<file path="src/rtl/scaled_alu_pkg.sv">
package scaled_alu_pkg;

  typedef enum logic [1:0] {
    KIND_NONE = 2'd0,
    KIND_ADD  = 2'd1,
    KIND_SUB  = 2'd2,
    KIND_CMP  = 2'd3
  } op_kind_e;

  typedef enum logic [2:0] {
    REL_EQ  = 3'd0,
    REL_ULT = 3'd1,
    REL_ULE = 3'd2,
    REL_SLT = 3'd3,
    REL_SLE = 3'd4
  } rel_e;

  typedef struct packed {
    op_kind_e   kind;
    rel_e       rel;
    logic [1:0] shamt;
    logic       quad;
    logic       trap;
  } alu_ctl_t;

  localparam int unsigned FUNC_W = 7;

  localparam logic [FUNC_W-1:0] F_ADDL   = 7'h00;
  localparam logic [FUNC_W-1:0] F_S4ADDL = 7'h02;
  localparam logic [FUNC_W-1:0] F_SUBL   = 7'h09;
  localparam logic [FUNC_W-1:0] F_S4SUBL = 7'h0b;
  localparam logic [FUNC_W-1:0] F_S8ADDL = 7'h12;
  localparam logic [FUNC_W-1:0] F_S8SUBL = 7'h1b;
  localparam logic [FUNC_W-1:0] F_CMPULT = 7'h1d;
  localparam logic [FUNC_W-1:0] F_ADDQ   = 7'h20;
  localparam logic [FUNC_W-1:0] F_S4ADDQ = 7'h22;
  localparam logic [FUNC_W-1:0] F_SUBQ   = 7'h29;
  localparam logic [FUNC_W-1:0] F_S4SUBQ = 7'h2b;
  localparam logic [FUNC_W-1:0] F_CMPEQ  = 7'h2d;
  localparam logic [FUNC_W-1:0] F_S8ADDQ = 7'h32;
  localparam logic [FUNC_W-1:0] F_S8SUBQ = 7'h3b;
  localparam logic [FUNC_W-1:0] F_CMPULE = 7'h3d;
  localparam logic [FUNC_W-1:0] F_ADDLV  = 7'h40;
  localparam logic [FUNC_W-1:0] F_SUBLV  = 7'h49;
  localparam logic [FUNC_W-1:0] F_CMPLT  = 7'h4d;
  localparam logic [FUNC_W-1:0] F_ADDQV  = 7'h60;
  localparam logic [FUNC_W-1:0] F_SUBQV  = 7'h69;
  localparam logic [FUNC_W-1:0] F_CMPLE  = 7'h6d;

endpackage

</file>
<file path="src/rtl/scaled_decode.sv">
module scaled_decode
  import scaled_alu_pkg::*;
(
  input  logic [FUNC_W-1:0] func,
  output alu_ctl_t          ctl
);

  always_comb begin
    ctl = '{kind: KIND_NONE, rel: REL_EQ, shamt: 2'd0, quad: 1'b0, trap: 1'b0};
    unique case (func)
      F_ADDL:   ctl.kind = KIND_ADD;
      F_S4ADDL: begin ctl.kind = KIND_ADD; ctl.shamt = 2'd2; end
      F_S8ADDL: begin ctl.kind = KIND_ADD; ctl.shamt = 2'd3; end
      F_SUBL:   ctl.kind = KIND_SUB;
      F_S4SUBL: begin ctl.kind = KIND_SUB; ctl.shamt = 2'd2; end
      F_S8SUBL: begin ctl.kind = KIND_SUB; ctl.shamt = 2'd3; end
      F_ADDQ:   begin ctl.kind = KIND_ADD; ctl.quad = 1'b1; end
      F_S4ADDQ: begin ctl.kind = KIND_ADD; ctl.quad = 1'b1; ctl.shamt = 2'd2; end
      F_S8ADDQ: begin ctl.kind = KIND_ADD; ctl.quad = 1'b1; ctl.shamt = 2'd3; end
      F_SUBQ:   begin ctl.kind = KIND_SUB; ctl.quad = 1'b1; end
      F_S4SUBQ: begin ctl.kind = KIND_SUB; ctl.quad = 1'b1; ctl.shamt = 2'd2; end
      F_S8SUBQ: begin ctl.kind = KIND_SUB; ctl.quad = 1'b1; ctl.shamt = 2'd3; end
      F_ADDLV:  begin ctl.kind = KIND_ADD; ctl.trap = 1'b1; end
      F_SUBLV:  begin ctl.kind = KIND_SUB; ctl.trap = 1'b1; end
      F_ADDQV:  begin ctl.kind = KIND_ADD; ctl.quad = 1'b1; ctl.trap = 1'b1; end
      F_SUBQV:  begin ctl.kind = KIND_SUB; ctl.quad = 1'b1; ctl.trap = 1'b1; end
      F_CMPEQ:  begin ctl.kind = KIND_CMP; ctl.rel = REL_EQ;  end
      F_CMPULT: begin ctl.kind = KIND_CMP; ctl.rel = REL_ULT; end
      F_CMPULE: begin ctl.kind = KIND_CMP; ctl.rel = REL_ULE; end
      F_CMPLT:  begin ctl.kind = KIND_CMP; ctl.rel = REL_SLT; end
      F_CMPLE:  begin ctl.kind = KIND_CMP; ctl.rel = REL_SLE; end
      default:  ctl.kind = KIND_NONE;
    endcase
  end

endmodule

</file>
<file path="src/rtl/scaled_arith.sv">
module scaled_arith #(
  parameter int unsigned W  = 64,
  parameter int unsigned LW = 32
) (
  input  logic [W-1:0] a,
  input  logic [W-1:0] b,
  input  logic [1:0]   shamt,
  input  logic         sub,
  input  logic         quad,
  output logic [W-1:0] res,
  output logic         sovf
);

  localparam int unsigned HI = W - LW;

  logic [W-1:0] a_sh;
  logic [W-1:0] raw;
  logic         sa, sb, sr;

  assign a_sh = a << shamt;
  assign raw  = sub ? (a_sh - b) : (a_sh + b);

  generate
    if (HI > 0) begin : g_split
      always_comb begin
        if (quad) res = raw;
        else      res = {{HI{raw[LW-1]}}, raw[LW-1:0]};
      end
    end else begin : g_flat
      assign res = raw;
    end
  endgenerate

  // sign bits of the lane in use
  assign sa = quad ? a_sh[W-1] : a_sh[LW-1];
  assign sb = quad ? b[W-1]    : b[LW-1];
  assign sr = quad ? raw[W-1]  : raw[LW-1];

  always_comb begin
    if (sub) sovf = (sa != sb) && (sr != sa);
    else     sovf = (sa == sb) && (sr != sa);
  end

endmodule

</file>
<file path="src/rtl/scaled_compare.sv">
module scaled_compare
  import scaled_alu_pkg::*;
#(
  parameter int unsigned W = 64
) (
  input  logic [W-1:0] a,
  input  logic [W-1:0] b,
  input  rel_e         rel,
  output logic         hit
);

  logic eq, ult, slt;

  assign eq  = (a == b);
  assign ult = (a < b);
  assign slt = ($signed(a) < $signed(b));

  always_comb begin
    unique case (rel)
      REL_EQ:  hit = eq;
      REL_ULT: hit = ult;
      REL_ULE: hit = ult | eq;
      REL_SLT: hit = slt;
      REL_SLE: hit = slt | eq;
      default: hit = 1'b0;
    endcase
  end

endmodule

</file>
<file path="src/rtl/scaled_addsub_alu.sv">
module scaled_addsub_alu
  import scaled_alu_pkg::*;
#(
  parameter int unsigned W    = 64,
  parameter int unsigned LW   = 32,
  parameter int unsigned FW   = 7,
  parameter int unsigned LITW = 8
) (
  input  logic            clk,
  input  logic            rst,
  input  logic            in_valid,
  input  logic [FW-1:0]   func,
  input  logic [W-1:0]    opa,
  input  logic [W-1:0]    opb,
  input  logic [LITW-1:0] lit,
  input  logic            use_lit,
  output logic            out_valid,
  output logic [W-1:0]    result,
  output logic            ovf
);

  localparam int unsigned LIT_PAD = W - LITW;

  alu_ctl_t     ctl;
  logic [W-1:0] b_eff;
  logic [W-1:0] arith_res;
  logic         arith_ovf;
  logic         cmp_hit;
  logic [W-1:0] res_n;
  logic         ovf_n;

  scaled_decode u_dec (
    .func (func),
    .ctl  (ctl)
  );

  assign b_eff = use_lit ? {{LIT_PAD{1'b0}}, lit} : opb;

  scaled_arith #(.W(W), .LW(LW)) u_arith (
    .a     (opa),
    .b     (b_eff),
    .shamt (ctl.shamt),
    .sub   (ctl.kind == KIND_SUB),
    .quad  (ctl.quad),
    .res   (arith_res),
    .sovf  (arith_ovf)
  );

  scaled_compare #(.W(W)) u_cmp (
    .a   (opa),
    .b   (b_eff),
    .rel (ctl.rel),
    .hit (cmp_hit)
  );

  always_comb begin
    unique case (ctl.kind)
      KIND_ADD, KIND_SUB: res_n = arith_res;
      KIND_CMP:           res_n = {{(W-1){1'b0}}, cmp_hit};
      default:            res_n = '0;
    endcase
    ovf_n = ctl.trap & arith_ovf;
  end

  always_ff @(posedge clk) begin
    if (rst) begin
      out_valid <= 1'b0;
      result    <= '0;
      ovf       <= 1'b0;
    end else begin
      out_valid <= in_valid;
      if (in_valid) begin
        result <= res_n;
        ovf    <= ovf_n;
      end
    end
  end

endmodule

</file>
<file path="config.mk">
export PLATFORM = sky130hd
export DESIGN_NAME = scaled_addsub_alu
export DESIGN_NICKNAME = d
export VERILOG_FILES = /design/src/rtl/scaled_alu_pkg.sv /design/src/rtl/scaled_decode.sv /design/src/rtl/scaled_arith.sv /design/src/rtl/scaled_compare.sv /design/src/rtl/scaled_addsub_alu.sv
export SDC_FILE = /design/constraint.sdc
export NUM_CORES = 1
export LEC_CHECK = 0
export BUFFER_PORTS_ARGS = -buffer_cell sky130_fd_sc_hd__buf_4
export CAP_MARGIN = 20
export CORE_MARGIN = 1.5
export CORE_UTILIZATION = 35
export CTS_BUF_LIST = sky130_fd_sc_hd__clkbuf_2 sky130_fd_sc_hd__clkbuf_4 sky130_fd_sc_hd__clkbuf_8
export DETAILED_ROUTE_END_ITERATION = 10
export GPL_TIMING_DRIVEN = 0
export HOLD_SLACK_MARGIN = 0.02
export PLACE_DENSITY = 0.63
export RECOVER_POWER = 100
export SYNTH_ARGS = -nofsm -noshare
export SYNTH_HDL_FRONTEND = slang
export SYNTH_SLANG_ARGS = --single-unit
</file>
<file path="constraint.sdc">
create_clock -name clk -period 17.71 [get_ports clk]
set_input_delay 1.771 -clock clk [delete_from_list [all_inputs] [get_ports clk]]
set_output_delay 1.771 -clock clk [all_outputs]
set_load 0.1 [all_outputs]
</file>
==> reports/qor.yml <==
placement:
  gp_congestion: 0.937
  place_area_sq_um: 13000
  numPlacedInstances: 2156
  port_buffers: 209
  hpwl_mm: 39.1
clocking:
  clock_sinks: 66
  htreeDepth: 3
  cts_tree: "done"
  clkTransAtPathRegs_ns: 0.08
  cts_resized: 0
  cts_setup_buffers: 0
  hold_buffers: 0
  root_buffer: "clkbuf_8"
  insertion_delay_ns: 0.41
  numCtsBuffers: 9
  clockBufferDepth: 2
sta:
  worst_slew_pin_slew_ns: 1.19
  slew_headroom_pct: 20.8
  period_share_pct: 58.7
  fmax_mhz: 96.1
  setup_viol: 0
  layout_min_cycle_time_ns: 10.40
  finalMaxSlewViolations: 0
  rsz0062_at_grt: "no"
  skew_ns: 0
  hold_viol_final: 0
  fin_tns_setup_ns: 0
die:
  coreArea_sq_um: 30600
  rows: 64
  die_y_microns: 179
  die_area_sq_um: 32200
  ioPinCount: 213
  start_util_pct: 35.6
  dieWidth_microns: 179
synth:
  synth_warnings: 0
  synthFlopType: "dfxtp_1"
  avgSynthCellArea_sq_um: 7.02
  synth-edff-count: 0
  synthCells: 1551
  async_flop_share_pct: 0
  yosysSeqAreaShare_pct: 12.1
  synth.distinct_cells: 83
  syn_nets: 1830
  ys_ff_latch: 66
  netlist_area_sq_um: 10900
critical_path:
  crit_path_start: "use_lit"
  worstReg2RegEnd: "result[0]"
  path_max_fanout: 10
  worstSetupStartpointType: "input pin"
  reg2reg_depth: 4
  reg2reg_setup_slack_ns: 16.77
  end_kind: "flop"
  worstPathArrival_ns: 10.75
  critPathKind: "input pin to flop"
  r2r-start: "result[0]"
  worstPathRequired_ns: 18.05
power_and_ir_drop:
  vdd_drop_max_mv: 0.0319
  total_power_uw: 719
  p_leak_uw: 0.00561
  power_density_nw_per_um2: 55.9
global_route:
  grtUsageTotal_pct: 29.3
  grt_start_max_net_pins: 13
  grt_pass1_wl_mm: 70.8
  grt_pass1_vias: 12100
  grt_overflow: 0
  antenna_found_initial: 0
status:
  status: "complete, no violations"
min_path:
  hold_end: "result[40]"
  min-delay-start: "result[40]"
  hp-class: "flop to flop"
  holdPathStages: 2
drt:
  ant_nets: 0
  via_per_inst: 5.92
  wire_per_inst_microns: 22.0
  post-route-drc-count: 0
  first_pass_iters: 6
  routed_wirelength_mm: 47.7
  vias: 12900
  drt_iter0_drc: 1201
cells_and_area:
  fin_cells: 2173
  syn_to_final_growth_pct: 18.2
  drive_above_1_share_pct: 10.0
  finalInstanceArea_sq_um: 12900
  nNetsFinal: 2051
  fillerInstances: 3329
  final_common_cell: "a21oi_1"
  insertedDiodeCount: 0
  layout_common_cells: "207 x a21oi_1, 180 x nor2_1, 168 x nand2_1, 143 x clkbuf_1, 143 x buf_4"
flow_run:
  maxCapViolCount: 0
power breakdown:
group / leakage (uW) / total (uW) / switching (uW) / internal, uW
clock network: 0.0000861 / 130 / 77.3 / 52.6
registers: 0.000532 / 151 / 0.977 / 150
logic: 0.00499 / 438 / 275 / 163
sequential cells by signal (all words and copies together) (netlist names):
register / flops
out_valid: 1
ovf: 1
result: 64
through the flow:
| step | util [%] | hold WS [ns] | worst slack, ns |
|---|---|---|---|
| after floorplan | - | 0.870 | 10.70 |
| after global placement | 42.3 | 0.430 | 7.99 |
| after detailed placement | 42.4 | 0.432 | 8.04 |
| after CTS | 42.9 | 0.443 | 8.42 |
| after global routing | 42.1 | 0.464 | 6.81 |
| final | 42.1 | 0.437 | 7.31 |
cell families (layout without fill, tap and decap cells):
family | Yosys count | count (layout) | share of synthesized area (%)
adders and majority gates | 132 | 132 | 15.2
DFF | 66 | 66 | 12.1
AOI/OAI and AO/OA | 517 | 517 | 29.7
xor gates and xnor gates | 113 | 113 | 9.16
and+or+nand+nor | 535 | 535 | 23.0
muxes | 73 | 73 | 6.72
buffers and inverters | 115 | 341 | 4.13
layout make-up:
type	count	area (sq um)	share of cell area, %
multi-input combinational	1370	9110	70.8
tap	396	495	3.85
timing repair buffer	210	1320	10.3
inverter	33	124	0.963
buffer	82	315	2.45
clock inverter	6	42.5	0.331
sequential	66	1320	10.3
clock buffer	10	131	1.02
worst max path at each step:
stage,endpoint,depth (start not counted)
global route,result[32],27
global placement,result[33],26
finish,result[53],27
CTS,result[40],26
detailed placement,result[63],26
floorplan,ovf,26
Yosys cell counts (11+ instances only):
| library cell | instances | area [sq um] |
|---|---|---|
| clkbuf_1 | 68 | 255 |
| a31oi_1 | 27 | 169 |
| a22oi_1 | 31 | 233 |
| a21oi_1 | 207 | 1040 |
| xor2_1 | 70 | 613 |
| ha_1 | 131 | 1640 |
| nand4_1 | 31 | 194 |
| o21ai_0 | 80 | 400 |
| a211oi_1 | 16 | 120 |
| xnor2_1 | 42 | 368 |
| or3_1 | 16 | 100 |
| dfxtp_1 | 66 | 1320 |
| nor3_1 | 35 | 175 |
| nand3_1 | 14 | 70.1 |
| o21bai_1 | 16 | 120 |
| a21o_1 | 56 | 420 |
| nor2_1 | 180 | 676 |
| nor2b_1 | 11 | 68.8 |
| nand2_1 | 168 | 631 |
| o21a_1 | 18 | 135 |
| mux2i_1 | 72 | 721 |
| and3_1 | 19 | 119 |
| nand2b_1 | 11 | 68.8 |
| inv_1 | 31 | 116 |
metal layers:
metal | part of all wire [%] | GRT usage, %
met1 | 45 | 40.7
met3 | 7.7 | 3.76
met4 | 3.8 | 12.3
met2 | 43 | 45.6
met5 | 0 | 0
critical path, stage by stage:
cell      delay, ns
clkbuf_1       0.11
clkbuf_1       0.35
clkbuf_1       0.62
clkbuf_1       0.65
clkbuf_1       0.75
mux2i_1        0.32
ha_1           0.31
o211ai_1       0.21
nor4b_1        0.84
o211a_1        0.45
nand3_1        0.14
a31oi_1        0.21
a21oi_1        0.10
ha_1           0.30
clkbuf_1       0.26
nand2_1        0.11
nor2_1         0.37
nand4_1        0.14
a211oi_1       0.56
nor3_1         0.13
nor3_1         0.20
clkbuf_1       0.38
o21ai_0        0.35
nor2_1         0.45
clkbuf_1       0.40
o21ai_0        0.17
nand2_1        0.09
(Power assumes the default switching activity.)
